===== config.mk =====
export PLATFORM = sky130hd
export DESIGN_NAME = dpot_cmd_engine
export DESIGN_NICKNAME = d
export VERILOG_FILES = /design/src/rtl/dpot_pkg.sv /design/src/rtl/dpot_addr_check.sv /design/src/rtl/dpot_instr_decode.sv /design/src/rtl/dpot_tx_slicer.sv /design/src/rtl/dpot_cmd_engine.sv
export SDC_FILE = /design/constraint.sdc
export NUM_CORES = 1
export LEC_CHECK = 0
export BUFFER_PORTS_ARGS = -buffer_cell sky130_fd_sc_hd__buf_2
export CAP_MARGIN = 20
export CORE_ASPECT_RATIO = 1.25
export CORE_MARGIN = 2
export CORE_UTILIZATION = 46
export DETAILED_ROUTE_END_ITERATION = 10
export PLACE_DENSITY = 0.77
export REMOVE_ABC_BUFFERS = 1
export SLEW_MARGIN = 20
export SYNTH_ARGS = -nofsm -noshare
export SYNTH_HDL_FRONTEND = slang
export SYNTH_SLANG_ARGS = --single-unit

===== constraint.sdc =====
create_clock -name clk -period 3 [get_ports clk]
set_clock_uncertainty 0.2 [all_clocks]
set_input_delay 0.15 -clock clk [delete_from_list [all_inputs] [get_ports clk]]
set_output_delay 0.15 -clock clk [all_outputs]
set_load 0.005 [all_outputs]

===== src/rtl/dpot_pkg.sv =====
package dpot_pkg;
    localparam int BYTE_W   = 8;
    localparam int SEL_W    = 2;
    localparam int VALUE_W  = 10;
    localparam logic [3:0] DEV_TYPE = 4'b0101;

    typedef enum logic [3:0] {
        S_IDLE, S_ADDR, S_INSTR, S_LOAD, S_RD_HI, S_RD_LO,
        S_WR_HI, S_WR_LO, S_DONE, S_HOLD
    } eng_state_t;

    typedef enum logic [2:0] {
        OP_NONE, OP_RD_WCR, OP_RD_DR, OP_WR_WCR, OP_WR_DR, OP_DR2WCR, OP_WCR2DR
    } cmd_t;

    typedef struct packed {
        cmd_t             cmd;
        logic [SEL_W-1:0] ptr;
    } instr_t;

    function automatic logic is_read(cmd_t c);
        return (c == OP_RD_WCR) || (c == OP_RD_DR);
    endfunction

    function automatic logic is_write(cmd_t c);
        return (c == OP_WR_WCR) || (c == OP_WR_DR);
    endfunction

    function automatic logic [1:0] to_req(cmd_t c);
        case (c)
            OP_WR_WCR: return 2'd0;
            OP_WR_DR:  return 2'd1;
            OP_DR2WCR: return 2'd2;
            default:   return 2'd3;
        endcase
    endfunction
endpackage


===== src/rtl/dpot_addr_check.sv =====
module dpot_addr_check
    import dpot_pkg::*;
#(
    parameter int STRAP_W = 2
) (
    input  logic [BYTE_W-1:0]  addr_byte,
    input  logic [STRAP_W-1:0] strap,
    input  logic               busy,
    output logic               match,
    output logic               dir_read
);
    always_comb begin
        match    = (addr_byte[7:4] == DEV_TYPE) && !addr_byte[3]
                   && (addr_byte[STRAP_W:1] == strap) && !busy;
        dir_read = addr_byte[0];
    end
endmodule


===== src/rtl/dpot_instr_decode.sv =====
module dpot_instr_decode
    import dpot_pkg::*;
(
    input  logic [BYTE_W-1:0] ins_byte,
    input  logic              dir_read,
    output instr_t            dec
);
    always_comb begin
        dec.ptr = ins_byte[3:2];
        dec.cmd = OP_NONE;
        if (!ins_byte[4] && (ins_byte[1:0] == 2'b00)) begin
            case ({dir_read, ins_byte[7:5]})
                4'b1100: dec.cmd = OP_RD_WCR;
                4'b1101: dec.cmd = OP_RD_DR;
                4'b0101: dec.cmd = OP_WR_WCR;
                4'b0110: dec.cmd = OP_WR_DR;
                4'b0100: dec.cmd = OP_DR2WCR;
                4'b0111: dec.cmd = OP_WCR2DR;
                default: dec.cmd = OP_NONE;
            endcase
        end
    end
endmodule


===== src/rtl/dpot_tx_slicer.sv =====
module dpot_tx_slicer
    import dpot_pkg::*;
#(
    parameter int VAL_W = VALUE_W
) (
    input  logic [VAL_W-1:0]  value,
    input  logic              low_half,
    output logic [BYTE_W-1:0] tx
);
    localparam int HI_W = VAL_W - BYTE_W;
    localparam int PAD  = BYTE_W - HI_W;

    always_comb begin
        if (low_half) tx = value[BYTE_W-1:0];
        else          tx = {{PAD{1'b0}}, value[VAL_W-1:BYTE_W]};
    end
endmodule


===== src/rtl/dpot_cmd_engine.sv =====
module dpot_cmd_engine
    import dpot_pkg::*;
#(
    parameter int VAL_W   = VALUE_W,
    parameter int STRAP_W = 2
) (
    input  logic               clk,
    input  logic               rst,
    input  logic [STRAP_W-1:0] strap_addr,
    input  logic               nv_busy,
    input  logic               ev_start,
    input  logic               ev_stop,
    input  logic               rx_valid,
    input  logic [BYTE_W-1:0]  rx_byte,
    output logic               ack_en,
    output logic               tx_valid,
    output logic [BYTE_W-1:0]  tx_byte,
    input  logic               tx_done,
    input  logic               mst_ack,
    output logic               rd_from_dr,
    output logic [SEL_W-1:0]   rd_ptr,
    input  logic [VAL_W-1:0]   rd_value,
    output logic               req_valid,
    output logic [1:0]         req_op,
    output logic [SEL_W-1:0]   req_ptr,
    output logic [VAL_W-1:0]   req_data
);
    localparam int HI_W = VAL_W - BYTE_W;

    eng_state_t       st;
    cmd_t             cmd_q;
    logic [SEL_W-1:0] ptr_q;
    logic [VAL_W-1:0] val_q;
    logic             dir_q;
    logic             tx_lo;
    logic             addr_ok;
    logic             addr_dir;
    instr_t           dec;

    dpot_addr_check #(.STRAP_W(STRAP_W)) u_addr (
        .addr_byte(rx_byte), .strap(strap_addr), .busy(nv_busy),
        .match(addr_ok), .dir_read(addr_dir)
    );

    dpot_instr_decode u_dec (
        .ins_byte(rx_byte), .dir_read(dir_q), .dec(dec)
    );

    dpot_tx_slicer #(.VAL_W(VAL_W)) u_slice (
        .value(val_q), .low_half(tx_lo), .tx(tx_byte)
    );

    always_ff @(posedge clk) begin
        if (rst) begin
            st         <= S_IDLE;
            cmd_q      <= OP_NONE;
            ptr_q      <= '0;
            val_q      <= '0;
            dir_q      <= 1'b0;
            tx_lo      <= 1'b0;
            ack_en     <= 1'b0;
            tx_valid   <= 1'b0;
            rd_from_dr <= 1'b0;
            rd_ptr     <= '0;
            req_valid  <= 1'b0;
            req_op     <= '0;
            req_ptr    <= '0;
            req_data   <= '0;
        end else begin
            req_valid <= 1'b0;
            if (ev_start) begin
                st       <= S_ADDR;
                ack_en   <= 1'b0;
                tx_valid <= 1'b0;
            end else if (ev_stop) begin
                if (st == S_DONE) begin
                    req_valid <= 1'b1;
                    req_op    <= to_req(cmd_q);
                    req_ptr   <= ptr_q;
                    req_data  <= val_q;
                end
                st       <= S_IDLE;
                ack_en   <= 1'b0;
                tx_valid <= 1'b0;
            end else if (rx_valid) begin
                ack_en <= 1'b0;
                case (st)
                    S_ADDR: begin
                        if (addr_ok) begin
                            ack_en <= 1'b1;
                            dir_q  <= addr_dir;
                            st     <= S_INSTR;
                        end else begin
                            st <= S_IDLE;
                        end
                    end
                    S_INSTR: begin
                        if (dec.cmd != OP_NONE) begin
                            ack_en     <= 1'b1;
                            cmd_q      <= dec.cmd;
                            ptr_q      <= dec.ptr;
                            val_q      <= '0;
                            rd_from_dr <= (dec.cmd == OP_RD_DR);
                            rd_ptr     <= dec.ptr;
                            if (is_read(dec.cmd))       st <= S_LOAD;
                            else if (is_write(dec.cmd)) st <= S_WR_HI;
                            else                        st <= S_DONE;
                        end else begin
                            st <= S_IDLE;
                        end
                    end
                    S_WR_HI: begin
                        ack_en                  <= 1'b1;
                        val_q[VAL_W-1:BYTE_W]   <= rx_byte[HI_W-1:0];
                        st                      <= S_WR_LO;
                    end
                    S_WR_LO: begin
                        ack_en              <= 1'b1;
                        val_q[BYTE_W-1:0]   <= rx_byte;
                        st                  <= S_DONE;
                    end
                    S_DONE:  st <= S_HOLD;
                    S_HOLD:  st <= S_HOLD;
                    default: st <= S_IDLE;
                endcase
            end else if (tx_done) begin
                ack_en <= 1'b0;
                if (st == S_RD_HI) begin
                    if (mst_ack) begin
                        tx_lo <= 1'b1;
                        st    <= S_RD_LO;
                    end else begin
                        tx_valid <= 1'b0;
                        st       <= S_HOLD;
                    end
                end else if (st == S_RD_LO) begin
                    tx_valid <= 1'b0;
                    st       <= S_HOLD;
                end
            end else if (st == S_LOAD) begin
                val_q    <= rd_value;
                tx_lo    <= 1'b0;
                tx_valid <= 1'b1;
                st       <= S_RD_HI;
            end
        end
    end

    // a busy store suppresses the address acknowledge
    a_r2_busy_no_ack: assert property (@(posedge clk) disable iff (rst)
        (rx_valid && !ev_start && !ev_stop && st == S_ADDR && nv_busy) |=> !ack_en);

    // a request only ever follows a stop
    a_r9_req_after_stop: assert property (@(posedge clk) disable iff (rst)
        req_valid |-> $past(ev_stop));

    // a start clears every pending output
    a_r10_start_clears: assert property (@(posedge clk) disable iff (rst)
        ev_start |=> (!req_valid && !tx_valid && !ack_en));

    // a master NACK on the first read byte releases the line
    a_r7_nack_release: assert property (@(posedge clk) disable iff (rst)
        (st == S_RD_HI && tx_done && !mst_ack && !ev_start && !ev_stop && !rx_valid)
        |=> !tx_valid);

    // the first read byte carries only the top value bits
    a_r6_hi_pad: assert property (@(posedge clk) disable iff (rst)
        (tx_valid && st == S_RD_HI) |-> (tx_byte[BYTE_W-1:HI_W] == '0));

    // request pulse lasts one cycle
    a_r9_single_pulse: assert property (@(posedge clk) disable iff (rst)
        req_valid |=> !req_valid);
endmodule


==> results of run 1 <==
[final timing paths]
check            from     endpoint  slack, ps  depth (start not counted)
max reg2reg     st[3]  req_data[3]        420                          5
max             st[3]  req_data[3]        420                          5
min reg2reg  tx_valid     tx_valid        240                          2
min           mst_ack        tx_lo          9                          3
[cell type report]
| class | count | area share (%) |
|---|---|---|
| clock buffer | 6 | 2.81 |
| clock inverter | 2 | 0.484 |
| inverter | 8 | 1.16 |
| multi-input combinational | 186 | 50.0 |
| sequential | 39 | 30.2 |
| tap | 60 | 2.91 |
| timing repair buffer | 60 | 12.4 |
[through the flow]
stage | hold slack (ps) | utilization, % | setup WS, ps
after floorplan | 18.9 | - | 644
after global placement | 231 | 53.0 | 525
after detailed placement | 236 | 53.0 | 480
after CTS | 6.72 | 55.5 | 452
after global routing | 32.0 | 55.5 | 332
final | 9.45 | 55.5 | 418
[power breakdown]
part	internal (mW)	switching, mW
Sequential	0.520	0.00449
Clock	0.162	0.191
Combinational	0.0366	0.0558
[sequential cells by signal (all words and copies together) (netlist names)]
name        count
req_data       10
val_q          10
st              4
cmd_q           3
ptr_q           2
req_op          2
req_ptr         2
ack_en          1
dir_q           1
rd_from_dr      1
req_valid       1
tx_lo           1
tx_valid        1
[per-layer routing]
| layer | up-vias | track usage (%) |
|---|---|---|
| li1 | 1001 | - |
| met1 | 953 | 25.4 |
| met2 | 47 | 35.1 |
| met3 | 9 | 3.32 |
| met4 | 0 | 10.8 |
| met5 | - | 0 |
[tightest hold or removal path: cells and delay by family]
family	cells	cell delay [ps]
compound gates	2	210
buf+inv	1	100
[kinds of logic (layout without fill, tap and decap cells)]
group	after synthesis	count (layout)	synth area share, %
buffers and inverters	27	76	5.53
AO/OA/AOI/OAI	44	44	14.5
XOR/XNOR	5	5	2.00
flip-flops	39	39	35.6
AND/OR/NAND/NOR	110	110	29.4
multiplexers	27	27	13.0
[placed cells by master (no fill, tap or decap), types with 2 or more instances in the layout]
| master | instances |
|---|---|
| sky130_fd_sc_hd__and3_1 | 2 |
| sky130_fd_sc_hd__buf_2 | 55 |
| sky130_fd_sc_hd__dfxtp_1 | 39 |
| sky130_fd_sc_hd__nor2_1 | 27 |
| sky130_fd_sc_hd__mux2_2 | 12 |
| sky130_fd_sc_hd__inv_1 | 8 |
| sky130_fd_sc_hd__and2_1 | 7 |
| sky130_fd_sc_hd__nor4b_2 | 2 |
| sky130_fd_sc_hd__or2_2 | 3 |
| sky130_fd_sc_hd__or4b_1 | 3 |
| sky130_fd_sc_hd__mux2i_1 | 15 |
| sky130_fd_sc_hd__nor2b_1 | 11 |
| sky130_fd_sc_hd__a2bb2oi_1 | 3 |
| sky130_fd_sc_hd__nand3_1 | 9 |
| sky130_fd_sc_hd__clkbuf_8 | 5 |
| sky130_fd_sc_hd__nor4_1 | 2 |
| sky130_fd_sc_hd__a21oi_1 | 19 |
| sky130_fd_sc_hd__o21ai_0 | 3 |
| sky130_fd_sc_hd__dlygate4sd3_1 | 3 |
| sky130_fd_sc_hd__nand2_1 | 22 |
| sky130_fd_sc_hd__nand4_1 | 3 |
| sky130_fd_sc_hd__or4_1 | 3 |
| sky130_fd_sc_hd__nor3_1 | 2 |
| sky130_fd_sc_hd__xnor2_1 | 2 |
| sky130_fd_sc_hd__o21a_1 | 2 |
| sky130_fd_sc_hd__xor2_1 | 3 |
| sky130_fd_sc_hd__a41oi_1 | 2 |
| sky130_fd_sc_hd__buf_4 | 2 |
[repair_timing]
action,4_1_cts,5_1_grt
gates resized for setup,0,0
hold buffers,3,0
hold endpoints to repair,3,0
==> Flow_metrics.wiki, run 1 <==
{| class="wikitable"
! Metric !! Value
|-
| Detailed-placement wirelength estimate || 3760 um
|-
| Setup repair after global routing missed its margin || false
|-
| Max layer used || met4
|-
| Detailed-route DRC error count || 0
|-
| Clock Sink Count || 39
|-
| Area Growth Syn to Fin || 17.7%
|-
| Max-cap violation count || 0
|-
| Non-Filler Instances || 361
|-
| Overall die height || 81.2 um
|-
| Fin area || 2580 um^2
|-
| Most instantiated library cell after synthesis || sky130_fd_sc_hd__dfxtp_1
|-
| Worst slew margin relative to its limit || 45.9%
|-
| First-pass detailed-route iteration total || 4
|-
| Placed insts || 350
|-
| Core region area || 4660 um^2
|-
| Area of all sequential standard cells || 781 um^2
|-
| Cell types with the largest area share after synthesis || sky130_fd_sc_hd__dfxtp_1 (36%), sky130_fd_sc_hd__mux2i_1 (6.8%), sky130_fd_sc_hd__mux2_2 (6.2%)
|-
| DRC marker count from the first detailed-route iteration || 93
|-
| Cts bufs inserted || 5
|-
| Critical-path maximum fanout || 11
|-
| Hold violation total from the final report || 0
|-
| Seq/Total Area, Yosys || 35.6%
|-
| Core Rows || 28
|-
| Routed metal-1 wirelength || 2340 um
|-
| Number of buffers on the longest clock path || 2
|-
| CTS clk-pin slew, worst paths || 80 ps
|-
| Post-synthesis register bit count || 39
|-
| Number of antenna violations at the first check in global routing || 0
|-
| Count of endpoints failing setup in the final report || 0
|-
| Yosys cell types || 59
|-
| Power density over the cells || 376 nW/um^2
|-
| Critical path startpoint category || flip-flop
|-
| Clock tree root driver cell || sky130_fd_sc_hd__clkbuf_8
|-
| Routed WL per cell || 14.7 um
|-
| Chain of cells forming the critical path || or3b_2, or4_1, buf_4, mux2i_1, nor2_1
|-
| Number of warning messages in the yosys log || 0
|-
| Area of placed instances || 2470 um^2
|-
| Required time worst endpoint || 2960 ps
|-
| Met2 wirelength from detailed routing || 2620 um
|-
| Detail Route Antenna Nets || 0
|-
| Final period utilization || 86.1%
|-
| Placer Congestion || 0.913
|-
| Fraction of layout instances using a drive strength above 1 || 29.9%
|-
| Initial cell density of the core || 47.1%
|-
| Die ar. || 5340 um^2
|-
| Total length of routed met3 wires || 209 um
|-
| Global-route wire length before repair || 8580 um
|-
| FFs w/ async S/R, synth || 0%
|-
| Outcome || finished clean
|-
| Slew at the pin closest to its max-slew limit || 812 ps
|-
| Critical path's top delay family || simple AND/OR/NAND/NOR gates
|-
| Pin count of the biggest net entering global routing || 48
|-
| Count of mapped cells out of synthesis || 252
|-
| Final routed wirelength across all metal layers || 5290 um
|-
| Deepest level of the CTS H-tree || 2
|-
| EDFF count, synth || 0
|-
| Critical path type || flip-flop to flip-flop
|-
| Area of the multi-input gates || 1290 um^2
|-
| VDD IR max || 230 uV
|-
| Layout filler cell count || 435
|-
| Slowest stage cell, crit path || sky130_fd_sc_hd__or4_1
|-
| Number of nets in the layout || 328
|-
| Kind of path behind the tightest hold check || primary input to flip-flop
|-
| Mean instance size in the synthesized netlist || 8.71 um^2
|-
| Critical path arrival || 2540 ps
|-
| Design Power || 0.971 mW
|-
| Antenna diode count || 0
|-
| Dominant register cell in the synthesized netlist || sky130_fd_sc_hd__dfxtp_1
|-
| Share of the synthesized area in the top cell type || 35.6%
|-
| Netlist area before placement || 2190 um^2
|-
| Global-route total usage across every layer || 20.8%
|-
| Worst path max stage delay || 680 ps
|-
| TritonCTS clock tree || built
|-
| Setup TNS || 0 ps
|-
| Crit path capture type || flip-flop
|-
| I/O pin cnt || 56
|-
| Leftover overflow at the end of global routing || 0
|-
| Via Count || 2,010
|-
| Top cells by count, synth || sky130_fd_sc_hd__dfxtp_1 (39), sky130_fd_sc_hd__nor2_1 (27), sky130_fd_sc_hd__nand2_1 (22)
|-
| Final critical path time including I/O delays and setup || 2580 ps
|-
| Die boundary width || 65.8 um
|-
| Vias per inst || 5.57
|-
| P_leak || 1.21 nW
|-
| Number of global-route vias before repair || 1,876
|-
| Final count of pins violating max slew || 0
|-
| Later-pin clock latency in the skew report || 300 ps
|-
| Cell accounting for the most synthesized area || sky130_fd_sc_hd__dfxtp_1
|-
| Crit path buf inv count || 1
|-
| Total of buffers placed on input and output ports || 55
|-
| Maximum clock frequency || 387 MHz
|-
| Number of post-CTS setup repair buffers || 0
|}
Note: power is estimated with default switching activity, not from simulation.
==> inputs of run 2 (changes only) <==
BUFFER_PORTS_ARGS = -buffer_cell sky130_fd_sc_hd__buf_4   (was -buffer_cell sky130_fd_sc_hd__buf_2)
CORE_MARGIN = 5   (was 2)
==> run 2 against run 1 <==
Cell area increased by 6.0%. Combinational power grew 11%. Sequential power hardly changed. Clock power increased by 20%. Register-to-register slack improved by 70 ps. Largest cell class unchanged. Cell count is 0.28% lower. First-iteration DRC count shrank 2.2%. Sequential share of layout area down 1.7 points. Worst setup slack better by 70 ps. Total power rose by 8.4%. Worst hold slack better by 10 ps. Flip-flop and latch count did not move. Largest power group unchanged.
==> Flow_metrics.wiki, run 2 (synthesized netlist as in run 1, its figures left out) <==
{| class="wikitable"
! Metric !! Value
|-
| VDD IR max || 291 uV
|-
| Worst setup path start || st[3]
|-
| Worst path max stage delay || 660 ps
|-
| Hold Startpoint || ev_stop
|-
| Startpoint of the worst-slack reg-to-reg timing path || st[3]
|-
| Setup TNS || 0 ps
|-
| Final period utilization || 83.7%
|-
| Clock Sink Count || 39
|-
| Hold violation total from the final report || 0
|-
| Slew at the pin closest to its max-slew limit || 578 ps
|-
| Placer Congestion || 0.823
|-
| Crit path buf inv count || 1
|-
| Area of placed instances || 2610 um^2
|-
| Final count of pins violating max slew || 0
|-
| Crit path capture type || flip-flop
|-
| Routed WL per cell || 15.4 um
|-
| Slowest stage cell, crit path || sky130_fd_sc_hd__or4_1
|-
| Initial cell density of the core || 46.7%
|-
| Critical-path maximum fanout || 11
|-
| Critical path startpoint category || flip-flop
|-
| Clock tree root driver cell || sky130_fd_sc_hd__clkbuf_8
|-
| Kind of path behind the tightest hold check || primary input to flip-flop
|-
| Fin area || 2740 um^2
|-
| TritonCTS clock tree || built
|-
| Number of buffers on the longest clock path || 2
|-
| Vias per inst || 5.56
|-
| Deepest level of the CTS H-tree || 2
|-
| Die ar. || 6260 um^2
|-
| Worst hold-check slack || 19.7 ps
|-
| Fraction of layout instances using a drive strength above 1 || 29.7%
|-
| Commonest cells after routing, fill and taps aside || sky130_fd_sc_hd__buf_4 (57), sky130_fd_sc_hd__dfxtp_1 (39), sky130_fd_sc_hd__nor2_1 (27)
|-
| Chain of cells forming the critical path || or3b_2, or4_1, buf_4, mux2i_1, nor2_1
|-
| Number of antenna violations at the first check in global routing || 0
|-
| Core region area || 4690 um^2
|-
| Final routed wirelength across all metal layers || 5530 um
|-
| Detailed-route DRC error count || 0
|-
| Count of endpoints failing setup in the final report || 0
|-
| First-pass detailed-route iteration total || 4
|-
| Setup repair after global routing missed its margin || false
|-
| Number of nets in the layout || 328
|-
| P_leak || 1.23 nW
|-
| I/O pin cnt || 56
|-
| Worst slew margin relative to its limit || 60.5%
|-
| Largest registers || req_data: 10 flops, val_q: 10 flops, st: 4 flops
|-
| Maximum clock frequency || 398 MHz
|-
| Pin count of the biggest net entering global routing || 48
|-
| Number of gates resized after CTS || 0
|-
| Detailed-placement wirelength estimate || 3960 um
|-
| Number of global-route vias before repair || 1,952
|-
| Global-route wire length before repair || 9060 um
|-
| Antenna diode count || 0
|-
| Required time worst endpoint || 2960 ps
|-
| Later-pin clock latency in the skew report || 290 ps
|-
| Most frequent standard cell in the layout excluding fill and tap cells || sky130_fd_sc_hd__buf_4
|-
| Final critical path time including I/O delays and setup || 2510 ps
|-
| Global-route total usage across every layer || 18.2%
|-
| Critical path's top delay family || simple AND/OR/NAND/NOR gates
|-
| Core Rows || 28
|-
| Critical path arrival || 2470 ps
|-
| Power density over the cells || 384 nW/um^2
|-
| Die boundary width || 71.8 um
|-
| Detail Route Antenna Nets || 0
|-
| Total of buffers placed on input and output ports || 55
|-
| DRC marker count from the first detailed-route iteration || 91
|-
| Via Count || 2,003
|-
| Area Growth Syn to Fin || 24.8%
|-
| Outcome || finished clean
|-
| Critical path type || flip-flop to flip-flop
|-
| Overall die height || 87.2 um
|-
| Max-cap violation count || 0
|-
| CTS clk-pin slew, worst paths || 70 ps
|-
| Leftover overflow at the end of global routing || 0
|-
| Cts bufs inserted || 5
|}
## run 2: path summary, 6_finish.rpt
check | to | slack (ps) | cells after the start
setup / recovery | req_data[8] | 490 | 5
hold / removal | st[1] | 20 | 3
setup reg to reg | req_data[8] | 490 | 5
hold reg to reg | tx_valid | 250 | 2
## run 2: cell type report
class                           instances  area (um^2)
Timing Repair Buffer                   60          458
Multi-Input combinational cell        186         1290
Sequential cell                        39          781
Fill cell                             448         1960
Clock buffer                            6         72.6
Tap cell                               60         75.1
Clock inverter                          1         30.0
Inverter                                8         30.0
## run 2: repair_timing
| action | CTS | global route |
|---|---|---|
| setup buffers | 0 | 0 |
| hold endpoints to repair | 3 | 0 |
| hold buffers | 3 | 0 |
## run 2: stage by stage
step                total power, mW  instances  util [%]  setup slack, ps
finish                         1.05        360      58.3              488
CTS                            1.06        360      58.3              519
floorplan                     0.575        233         -              644
global placement              0.635        350      55.5              579
global route                   1.09        360      58.3              397
detailed placement            0.635        350      55.5              543
## run 2: tightest hold or removal path: stages
cell	delay (ps)
sky130_fd_sc_hd__buf_4	100
sky130_fd_sc_hd__or2_2	150
sky130_fd_sc_hd__a2111oi_2	50
## run 2: power breakdown
group          switching, mW  internal (mW)
combinational         0.0566         0.0469
sequential           0.00435          0.520
clock                  0.181          0.244
total                  0.242          0.811
## run 2: routing by layer
| metal | vias to the layer above | global-route usage, % | wire (um) | part of all wire (%) |
|---|---|---|---|---|
| li1 | 991 | - | - | - |
| met1 | 955 | 21.9 | 2380 | 43 |
| met2 | 48 | 31.3 | 2810 | 51 |
| met3 | 9 | 3.46 | 206 | 3.7 |
| met4 | 0 | 7.69 | 131 | 2.4 |
| met5 | - | 0 | 0 | 0 |
==> inputs of run 3 (changes only) <==
clock period = 2.6 ns   (was 3 ns; I/O delays follow)
==> run 3 against run 2 <==
Register-to-register slack lost 190 ps. Flip-flop and latch count is the same. Worst setup slack lost 190 ps. Critical path depth is the same. Sequential share of layout area shrank 0.26 points. First-iteration DRC count shrank 19%. Worst hold slack lost 12 ps. Fmax grew 9.1%. Cell count grew 1.7%. Highest routed layer unchanged. Total power grew 7.6%. Clock power shrank 5.2%. Core utilization grew 0.53 points.
==> Flow_metrics.wiki, run 3 (synthesized netlist as in run 1, its figures left out) <==
{| class="wikitable"
! Metric !! Value
|-
| Outcome || finished clean
|-
| Final count of pins violating max slew || 0
|-
| Deepest level of the CTS H-tree || 2
|-
| Critical path arrival || 2330 ps
|-
| GR Layer Usage met1 || 21.7%
|-
| Final routed wirelength across all metal layers || 5320 um
|-
| Critical path type || flip-flop to flip-flop
|-
| Required time worst endpoint || 2620 ps
|-
| Number of nets in the layout || 333
|-
| Met2 usage in global routing || 31.5%
|-
| Antenna diode count || 0
|-
| Pin count of the biggest net entering global routing || 48
|-
| Placed insts || 353
|-
| Critical-path maximum fanout || 16
|-
| Cts bufs inserted || 5
|-
| TritonCTS clock tree || built
|-
| Vias per inst || 5.38
|-
| Via Count || 1,969
|-
| Count of endpoints failing setup in the final report || 0
|-
| Detailed-placement wirelength estimate || 3900 um
|-
| Power density over the cells || 410 nW/um^2
|-
| Number of antenna violations at the first check in global routing || 0
|-
| Util after Layout || 58.9%
|-
| CTS clk-pin slew, worst paths || 80 ps
|-
| Number of global-route vias before repair || 1,965
|-
| Critical path startpoint category || flip-flop
|-
| Placer Congestion || 0.837
|-
| VDD IR max || 417 uV
|-
| First-pass detailed-route iteration total || 4
|-
| Core region area || 4690 um^2
|-
| Worst setup slack for register-to-register paths || 300 ps
|-
| Die boundary width || 71.8 um
|-
| Hold violation total from the final report || 0
|-
| Number of buffers on the longest clock path || 2
|-
| Setup repair after global routing missed its margin || false
|-
| Total of buffers placed on input and output ports || 55
|-
| DRC marker count from the first detailed-route iteration || 74
|-
| Routed WL per cell || 14.5 um
|-
| Global-route wire length before repair || 9010 um
|-
| Most frequent standard cell in the layout excluding fill and tap cells || sky130_fd_sc_hd__buf_4
|-
| Maximum clock frequency || 434 MHz
|-
| Met3 global-route usage || 3.23%
|-
| Global-route total usage across every layer || 17.9%
|-
| Fraction of layout instances using a drive strength above 1 || 30.4%
|-
| Final critical path time including I/O delays and setup || 2300 ps
|-
| Worst slew margin relative to its limit || 58.7%
|-
| Commonest cells after routing, fill and taps aside || sky130_fd_sc_hd__buf_4 (60), sky130_fd_sc_hd__dfxtp_1 (39), sky130_fd_sc_hd__nor2_1 (27)
|-
| Initial cell density of the core || 46.7%
|-
| Worst path max stage delay || 520 ps
|-
| Slew at the pin closest to its max-slew limit || 604 ps
|-
| I/O pin cnt || 56
|-
| Leftover overflow at the end of global routing || 0
|-
| Chain of cells forming the critical path || or3b_2, or4_1, buf_4, a211o_1, a21oi_1
|-
| Slowest stage cell, crit path || sky130_fd_sc_hd__dfxtp_1
|-
| Kind of path behind the tightest hold check || primary input to flip-flop
|-
| Clock tree root driver cell || sky130_fd_sc_hd__clkbuf_8
|-
| Later-pin clock latency in the skew report || 290 ps
|-
| Die ar. || 6260 um^2
|-
| Area Growth Syn to Fin || 25.9%
|-
| Largest registers || req_data: 10 flops, val_q: 10 flops, st: 4 flops
|-
| P_leak || 1.25 nW
|-
| Max-cap violation count || 0
|-
| Highest-utilization routing layer at the global route stage || met2
|-
| Setup TNS || 0 ps
|-
| Core Rows || 28
|-
| Detail Route Antenna Nets || 0
|-
| Overall die height || 87.2 um
|-
| Clock Sink Count || 39
|-
| Layout filler cell count || 453
|-
| Non-Filler Instances || 366
|-
| Fin area || 2760 um^2
|-
| Crit path capture type || flip-flop
|-
| Final period utilization || 88.6%
|-
| Area of placed instances || 2630 um^2
|-
| Worst hold-check slack || 7.61 ps
|-
| Detailed-route DRC error count || 0
|-
| Number of gates resized after CTS || 0
|}
run 3: metal layers:
metal,vias to the layer above,part of all wire [%]
li1,1004,-
met3,5,4.7
met5,-,0
met2,41,50
met4,0,1.2
met1,919,44
run 3: through the flow:
stage / power [mW] / worst slack (ps)
after floorplan: 0.664 / 244
after global placement: 0.736 / 379
after detailed placement: 0.738 / 335
after CTS: 1.14 / 277
after global routing: 1.19 / 127
final: 1.13 / 297
run 3: final cells by class:
type / count / area (um^2) / share of cell area [%]
sequential: 39 / 781 / 28.2
inverter: 8 / 30.0 / 1.09
timing repair buffer: 65 / 500 / 18.1
multi-input combinational: 186 / 1290 / 46.8
clock inverter: 2 / 12.5 / 0.453
clock buffer: 6 / 72.6 / 2.63
tap: 60 / 75.1 / 2.72
run 3: final timing paths:
path	depth (start not counted)	end	start
hold reg to reg	2	tx_valid	tx_valid
setup reg to reg	5	req_op[1]	st[3]
setup / recovery	5	req_op[1]	st[3]
hold / removal	4	val_q[9]	rd_value[9]
run 3: worst max-delay path, delay by kind of cell, from the launching register on:
| kind | cells | cell delay (ps) |
|---|---|---|
| simple gates | 2 | 890 |
| buf+inv | 1 | 240 |
| compound gates | 2 | 380 |
| flops | 1 | 520 |
run 3: what timing repair did:
action	4_1_cts	5_1_grt
hold buffers	5	0
hold endpoints to repair	4	0
setup buffers	0	0
run 3: power breakdown:
part           internal (mW)  switching, mW
clock network          0.188          0.216
registers              0.600        0.00515
logic                 0.0585         0.0663
total                  0.846          0.287
